[src/rtl/rxq_pkg.sv]
package rxq_pkg;

  localparam int unsigned SIZE_CODE_W = 3;
  localparam int unsigned WORDS_W     = 5;
  localparam int unsigned BYTES_W     = 7;
  localparam int unsigned IRQ_N       = 3;

  typedef struct packed {
    logic lost;
    logic full;
    logic wmark;
  } irq_t;

  // small codes step by one word / four bytes, large ones by four words / sixteen bytes
  function automatic logic [WORDS_W-1:0] code_words(input logic [SIZE_CODE_W-1:0] code);
    logic [WORDS_W-1:0] c;
    c = WORDS_W'(code);
    if (code < 3'd5) return 5'd4 + c;
    else             return 5'd10 + ((c - 5'd5) << 2);
  endfunction

  function automatic logic [BYTES_W-1:0] code_bytes(input logic [SIZE_CODE_W-1:0] code);
    logic [BYTES_W-1:0] c;
    c = BYTES_W'(code);
    if (code < 3'd5) return 7'd8 + (c << 2);
    else             return 7'd32 + ((c - 7'd5) << 4);
  endfunction

endpackage

[src/rtl/rxq_index.sv]
module rxq_index #(
  parameter int unsigned MAX_DEPTH = 64,
  parameter int unsigned IDX_W     = $clog2(MAX_DEPTH),
  parameter int unsigned CNT_W     = $clog2(MAX_DEPTH + 1)
) (
  input  logic             clk_i,
  input  logic             rst_ni,
  input  logic [CNT_W-1:0] depth_i,
  input  logic             store_i,
  input  logic             ack_i,
  output logic [IDX_W-1:0] put_o,
  output logic [IDX_W-1:0] get_o,
  output logic [CNT_W-1:0] fill_o,
  output logic             full_o,
  output logic             store_ok_o,
  output logic             ack_ok_o,
  output logic [CNT_W-1:0] fill_next_o
);

  logic [IDX_W-1:0] put_q, get_q;
  logic             full_q;
  logic [CNT_W-1:0] fill;
  logic [CNT_W-1:0] last_idx;
  logic             st_ok, ak_ok;
  logic [CNT_W-1:0] fill_nx;

  assign last_idx = depth_i - CNT_W'(1);

  always_comb begin
    if (full_q)               fill = depth_i;
    else if (put_q >= get_q)  fill = CNT_W'(put_q) - CNT_W'(get_q);
    else                      fill = depth_i - CNT_W'(get_q) + CNT_W'(put_q);
  end

  assign st_ok   = store_i && !full_q;
  assign ak_ok   = ack_i && (fill != '0);
  assign fill_nx = fill + CNT_W'(st_ok) - CNT_W'(ak_ok);

  always_ff @(posedge clk_i or negedge rst_ni) begin
    if (!rst_ni) begin
      put_q  <= '0;
      get_q  <= '0;
      full_q <= 1'b0;
    end else begin
      if (st_ok) put_q <= (CNT_W'(put_q) == last_idx) ? '0 : put_q + IDX_W'(1);
      if (ak_ok) get_q <= (CNT_W'(get_q) == last_idx) ? '0 : get_q + IDX_W'(1);
      full_q <= (fill_nx == depth_i);
    end
  end

  assign put_o       = put_q;
  assign get_o       = get_q;
  assign fill_o      = fill;
  assign full_o      = full_q;
  assign store_ok_o  = st_ok;
  assign ack_ok_o    = ak_ok;
  assign fill_next_o = fill_nx;

  a_r4_full_aligned: assert property (@(posedge clk_i) disable iff (!rst_ni)
    full_q |-> (put_q == get_q));
  a_r5_put_held_full: assert property (@(posedge clk_i) disable iff (!rst_ni)
    full_q |=> $stable(put_q));
  a_r3_empty_ack_ignored: assert property (@(posedge clk_i) disable iff (!rst_ni)
    (fill == '0) |=> $stable(get_q));
  a_r2_put_in_range: assert property (@(posedge clk_i) disable iff (!rst_ni)
    CNT_W'(put_q) < depth_i);

endmodule

[src/rtl/rxq_addr.sv]
module rxq_addr #(
  parameter int unsigned IDX_W   = 6,
  parameter int unsigned ADDR_W  = 16,
  parameter int unsigned WORDS_W = 5
) (
  input  logic               clk_i,
  input  logic               rst_ni,
  input  logic [ADDR_W-1:0]  start_i,
  input  logic [IDX_W-1:0]   idx_i,
  input  logic [WORDS_W-1:0] words_i,
  output logic [ADDR_W-1:0]  addr_o
);

  localparam int unsigned PROD_W = IDX_W + WORDS_W;

  logic [PROD_W-1:0] offs;
  logic [ADDR_W-1:0] addr_q;

  assign offs = PROD_W'(idx_i) * PROD_W'(words_i);

  always_ff @(posedge clk_i or negedge rst_ni) begin
    if (!rst_ni) addr_q <= '0;
    else         addr_q <= start_i + ADDR_W'(offs);
  end

  assign addr_o = addr_q;

endmodule

[src/rtl/rxq_irq.sv]
module rxq_irq #(
  parameter int unsigned N = 3
) (
  input  logic         clk_i,
  input  logic         rst_ni,
  input  logic [N-1:0] set_i,
  input  logic [N-1:0] clr_i,
  output logic [N-1:0] flag_o
);

  logic [N-1:0] flag_q;

  for (genvar g = 0; g < N; g++) begin : g_flag
    always_ff @(posedge clk_i or negedge rst_ni) begin
      if (!rst_ni)        flag_q[g] <= 1'b0;
      else if (set_i[g])  flag_q[g] <= 1'b1;
      else if (clr_i[g])  flag_q[g] <= 1'b0;
    end

    a_r8_sticky_hold: assert property (@(posedge clk_i) disable iff (!rst_ni)
      (flag_q[g] && !clr_i[g]) |=> flag_q[g]);
    a_r8_set_wins: assert property (@(posedge clk_i) disable iff (!rst_ni)
      set_i[g] |=> flag_q[g]);
  end

  assign flag_o = flag_q;

endmodule

[src/rtl/rx_queue_ctrl.sv]
module rx_queue_ctrl
  import rxq_pkg::*;
#(
  parameter int unsigned MAX_DEPTH = 64,
  parameter int unsigned ADDR_W    = 16,
  parameter int unsigned IDX_W     = $clog2(MAX_DEPTH),
  parameter int unsigned CNT_W     = $clog2(MAX_DEPTH + 1)
) (
  input  logic                   clk_i,
  input  logic                   rst_ni,
  input  logic [ADDR_W-1:0]      cfg_start_i,
  input  logic [CNT_W-1:0]       cfg_depth_i,
  input  logic [CNT_W-1:0]       cfg_wmark_i,
  input  logic [SIZE_CODE_W-1:0] cfg_size_i,
  input  logic                   store_i,
  input  logic                   ack_i,
  input  logic [IRQ_N-1:0]       irq_clr_i,
  output logic [IDX_W-1:0]       put_idx_o,
  output logic [IDX_W-1:0]       get_idx_o,
  output logic [CNT_W-1:0]       fill_o,
  output logic                   full_o,
  output logic [IRQ_N-1:0]       irq_o,
  output logic [WORDS_W-1:0]     elem_words_o,
  output logic [BYTES_W-1:0]     elem_bytes_o,
  output logic [ADDR_W-1:0]      wr_addr_o,
  output logic [ADDR_W-1:0]      rd_addr_o
);

  logic [IDX_W-1:0]   put_idx, get_idx;
  logic [CNT_W-1:0]   fill, fill_nx;
  logic               full, st_ok, ak_ok;
  logic               wm_en, grow;
  logic [WORDS_W-1:0] words;
  irq_t               irq_set;
  logic [IRQ_N-1:0]   irq_q;
  logic [IDX_W-1:0]   addr_idx [2];
  logic [ADDR_W-1:0]  addr_q   [2];

  rxq_index #(
    .MAX_DEPTH (MAX_DEPTH),
    .IDX_W     (IDX_W),
    .CNT_W     (CNT_W)
  ) u_index (
    .clk_i       (clk_i),
    .rst_ni      (rst_ni),
    .depth_i     (cfg_depth_i),
    .store_i     (store_i),
    .ack_i       (ack_i),
    .put_o       (put_idx),
    .get_o       (get_idx),
    .fill_o      (fill),
    .full_o      (full),
    .store_ok_o  (st_ok),
    .ack_ok_o    (ak_ok),
    .fill_next_o (fill_nx)
  );

  assign words        = code_words(cfg_size_i);
  assign elem_words_o = words;
  assign elem_bytes_o = code_bytes(cfg_size_i);

  // index 0 drives the write address, index 1 the read address
  assign addr_idx[0] = put_idx;
  assign addr_idx[1] = get_idx;

  for (genvar p = 0; p < 2; p++) begin : g_addr
    rxq_addr #(
      .IDX_W   (IDX_W),
      .ADDR_W  (ADDR_W),
      .WORDS_W (WORDS_W)
    ) u_addr (
      .clk_i   (clk_i),
      .rst_ni  (rst_ni),
      .start_i (cfg_start_i),
      .idx_i   (addr_idx[p]),
      .words_i (words),
      .addr_o  (addr_q[p])
    );
  end

  assign wm_en = (cfg_wmark_i != '0) && (cfg_wmark_i <= cfg_depth_i);
  assign grow  = st_ok && !ak_ok;

  always_comb begin
    irq_set       = '0;
    irq_set.wmark = grow && wm_en && (fill_nx == cfg_wmark_i);
    irq_set.full  = grow && (fill_nx == cfg_depth_i);
    irq_set.lost  = store_i && full;
  end

  rxq_irq #(
    .N (IRQ_N)
  ) u_irq (
    .clk_i  (clk_i),
    .rst_ni (rst_ni),
    .set_i  (irq_set),
    .clr_i  (irq_clr_i),
    .flag_o (irq_q)
  );

  assign put_idx_o = put_idx;
  assign get_idx_o = get_idx;
  assign fill_o    = fill;
  assign full_o    = full;
  assign irq_o     = irq_q;
  assign wr_addr_o = addr_q[0];
  assign rd_addr_o = addr_q[1];

  a_r7_wmark_only_enabled: assert property (@(posedge clk_i) disable iff (!rst_ni)
    $rose(irq_q[0]) |-> wm_en);
  a_r6_full_irq_with_status: assert property (@(posedge clk_i) disable iff (!rst_ni)
    $rose(irq_q[1]) |-> full);
  a_r5_lost_on_drop: assert property (@(posedge clk_i) disable iff (!rst_ni)
    (store_i && full) |=> irq_q[2]);
  a_r4_fill_bounded: assert property (@(posedge clk_i) disable iff (!rst_ni)
    fill <= cfg_depth_i);

endmodule

[config.mk]
export PLATFORM = sky130hd
export DESIGN_NAME = rx_queue_ctrl
export DESIGN_NICKNAME = d
export VERILOG_FILES = /design/src/rtl/rxq_pkg.sv /design/src/rtl/rxq_index.sv /design/src/rtl/rxq_addr.sv /design/src/rtl/rxq_irq.sv /design/src/rtl/rx_queue_ctrl.sv
export SDC_FILE = /design/constraint.sdc
export NUM_CORES = 1
export LEC_CHECK = 0
export BUFFER_PORTS_ARGS = -buffer_cell sky130_fd_sc_hd__buf_2
export CAP_MARGIN = 20
export CORE_ASPECT_RATIO = 0.6
export CORE_MARGIN = 1
export CORE_UTILIZATION = 56
export DETAILED_ROUTE_END_ITERATION = 6
export PLACE_DENSITY = 0.78
export SLEW_MARGIN = 10
export SYNTH_ARGS = -nofsm -noshare
export SYNTH_HDL_FRONTEND = slang
export SYNTH_SLANG_ARGS = --single-unit
[constraint.sdc]
create_clock -name clk_i -period 12.2 [get_ports clk_i]
set_input_delay 3.66 -clock clk_i [delete_from_list [all_inputs] [get_ports clk_i]]
set_output_delay 3.66 -clock clk_i [all_outputs]
set_load 0.1 [all_outputs]
==> results by group <==
Status
  • Status: finished clean

Placed design
  • Dpl hpwl: 12,800 µm
  • Global placer's final weighted congestion: roughly 0.9
  • IO Port Bufs: ~100

Route
  • Post-route ant nets: 0
  • Detailed-router iteration count before antenna repair: 5
  • Via Count: about 5,100
  • Drc violations: 0
  • Post-Route WL: 16,100 µm
  • WL per Instance: 18.0 µm
  • DRT iter0 DRCs: 413
  • Vias/cell: 5.75

Worst setup path
  • Startpoint class of the critical path: input pin
  • R2r endpoint: u_irq.flag_o[0]$_DFFE_PN0P_
  • Crit Path Category: in2out
  • WP data required: 8.54 ns
  • CP max-delay cell: fa_1
  • Worst-path cell chain: buf_2 -> inv_1 -> fa_1 -> inv_1 -> ha_1 -> nor2b_1 -> o31ai_1 -> a21oi_1 -> o21ai_0 -> o21ai_0 -> inv_1 -> buf_2
  • Setup slack, reg-to-reg: roughly 6 ns
  • Most used cell, CP: inv_1
  • CP max FO: 6
  • Worst Reg-to-Reg Cells: 27
  • CP peak stage delay: about 0.56 ns
  • Crit path DAT: 6.56 ns
  • Reg-to-Reg Start: u_index.put_o[1]$_DFFE_PN0P_
  • Crit end category: primary output

Flow run
  • Max-cap violation count: 0

Clock tree
  • Resized cells post-CTS: 0
  • Root Driver: clkbuf_16
  • Clk sinks: 48
  • Max H-tree Level: 2
  • Setup Buffers After CTS: 0
  • Clk slew on worst S/H paths: 0.07 ns
  • Skew-Pair Late Insertion Delay: approximately 0.30 ns
  • CTS max path bufs: 2
  • Hold Buf Count CTS: 0
  • CTS tree: done
  • CTS buffer count: 5

Synthesis
  • Mapped Cells: 670
  • Yosys reg bits: 48
  • Synth top cells by count: inv_1, ha_1, nand2_1
  • Area leader, netlist: dfrtp_1
  • Seq/Total Area, Yosys: 20.1%
  • Post-synth top flop: dfrtp_1
  • Synth cell types: 65
  • Synth top area cells: dfrtp_1, fa_1, ha_1
  • Most frequent cell after synthesis: inv_1
  • Avg Inst Size Synth: between 8 and 9 µm²
  • Synth Cell Area: 5990 µm²
  • Synth async-reset ratio: 100%
  • Synth top area share: between 20% and 30%
  • EDFF count, synth: 0
  • Ys Warns: 0

Hold path
  • Type of the worst min-delay path: reg2reg
  • Worst Hold End: u_irq.flag_o[0]$_DFFE_PN0P_
  • Hold path depth: 1
  • HP Start: u_irq.flag_o[0]$_DFFE_PN0P_

Global route
  • Grt met1 use: roughly 48%
  • Busiest grt layer: met1
  • Total congestion overflow: 0
  • Met2 Use GR: 44.8%
  • Tot GR Track Use: 30.7%
  • Met3 Usage GRT: 5.25%
  • Antenna violations before repair: 0
  • First-pass GRT wire length: approximately 26,000 µm
  • Vias in the first global route: 4,840
  • Largest net degree at the start of global routing: 49

Layout
  • N_diodes: 0
  • Fill count: around 870
  • Final net count: roughly 900
  • Layout cells sized above 1: about 16%
  • Area Overhead vs Synth: 12.5%

STA
  • Final setup viols: 0
  • Slew Viols, Final: 0
  • Final min period: around 10 ns
  • Fin Setup TNS: 0 ns
  • Hold Violations, Final: 0
  • Max Clock Freq: between 0.09 and 0.1 GHz
  • Slew @ Worst Pin: 0.831 ns
  • Tcrit/Tclk final: 83.8%
  • Worst Clk Skew: 0.00242 ns
  • Max_slew headroom: 43.8%
  • RSZ-0062 raised after global routing: false
  • Hold_ws: 0.506 ns

Die
  • Top Ports: between 100 and 150
  • Initial core utilization: 59.1%
  • Die width: ~140 µm
  • Die H: 82.1 µm
  • Area of the die: 11,100 µm²
  • Core Area: 10,100 µm²
  • Row Count: 28
## worst max path at each step
stage | start | depth (start not counted) | slack (ns) | to
finish | cfg_depth_i[2] | 12 | 1.98 | fill_o[4]
detailed placement | cfg_depth_i[5] | 11 | 2.02 | fill_o[6]
floorplan | cfg_depth_i[1] | 4 | 1.26 | fill_o[1]
global placement | cfg_depth_i[5] | 11 | 2.10 | fill_o[6]
CTS | cfg_depth_i[5] | 11 | 2.01 | fill_o[6]
global route | cfg_depth_i[2] | 12 | 1.80 | fill_o[4]
## per-stage QoR
step / instance area (µm²) / util, % / instances / setup slack [ns]
floorplan: 5990 / - / 671 / 1.26
global placement: 6570 / 64.9 / 886 / 2.10
detailed placement: 6570 / 64.9 / 886 / 2.02
CTS: 6720 / 66.4 / 894 / 2.01
global route: 6730 / 66.5 / 895 / 1.80
finish: 6730 / 66.5 / 895 / 1.98
## area by class of cell
cell class | count | area, µm² | share of cell area [%]
multi-input cells | 494 | 4280 | 63.5
well taps | 135 | 169 | 2.51
flip-flops and latches | 48 | 1200 | 17.8
repair buffers | 107 | 546 | 8.10
clock buffers | 6 | 139 | 2.06
clock inverters | 2 | 15.0 | 0.223
inverters | 103 | 387 | 5.74
## registers in the layout, summed over array words and instances, names as in the netlist
register / count
g_addr.u_addr.addr_o: 32
u_index.get_o: 6
u_index.put_o: 6
u_irq.flag_o: 3
u_index.full_o: 1
## worst max-delay path: cells and delay by family
kind	cells	cell delay [ns]
AOI/OAI and AO/OA	4	0.89
adders and majority gates	2	0.89
buffers and inverters	5	0.94
and+or+nand+nor	1	0.18
## layer usage
layer | vias up | part of all wire [%]
li1 | 2413 | -
met1 | 2479 | 50
met2 | 242 | 41
met3 | 13 | 8.2
met4 | 0 | 0.58
met5 | - | 0
## kinds of logic after synthesis
family	synth area share, %
XOR/XNOR	9.24
buffers and inverters	8.53
AO/OA/AOI/OAI	13.8
multiplexers	0.502
flip-flops	20.1
adder cells (fa/ha/maj)	32.2
AND/OR/NAND/NOR	15.7
other	0.0626
## cell usage in the layout (no fill, tap or decap), types with 5 or more instances in the layout
| master | instances |
|---|---|
| buf_2 | 103 |
| inv_1 | 101 |
| ha_1 | 74 |
| nand2_1 | 55 |
| fa_1 | 50 |
| dfrtp_1 | 48 |
| xnor2_1 | 39 |
| nor2_1 | 30 |
| a21oi_1 | 30 |
| o21ai_0 | 23 |
| nor3_1 | 23 |
| xor2_1 | 19 |
| nand3_1 | 19 |
| a21o_1 | 13 |
| and2_1 | 11 |
| nor2b_1 | 10 |
| o21bai_1 | 9 |
| nand2b_1 | 6 |
| a211oi_1 | 6 |
| nor3b_1 | 6 |
| and3_1 | 5 |
| clkbuf_16 | 5 |
Power is left out: the tool's default activity adds up to more than one toggle a clock period on the data nets, which glitch-free logic cannot reach.
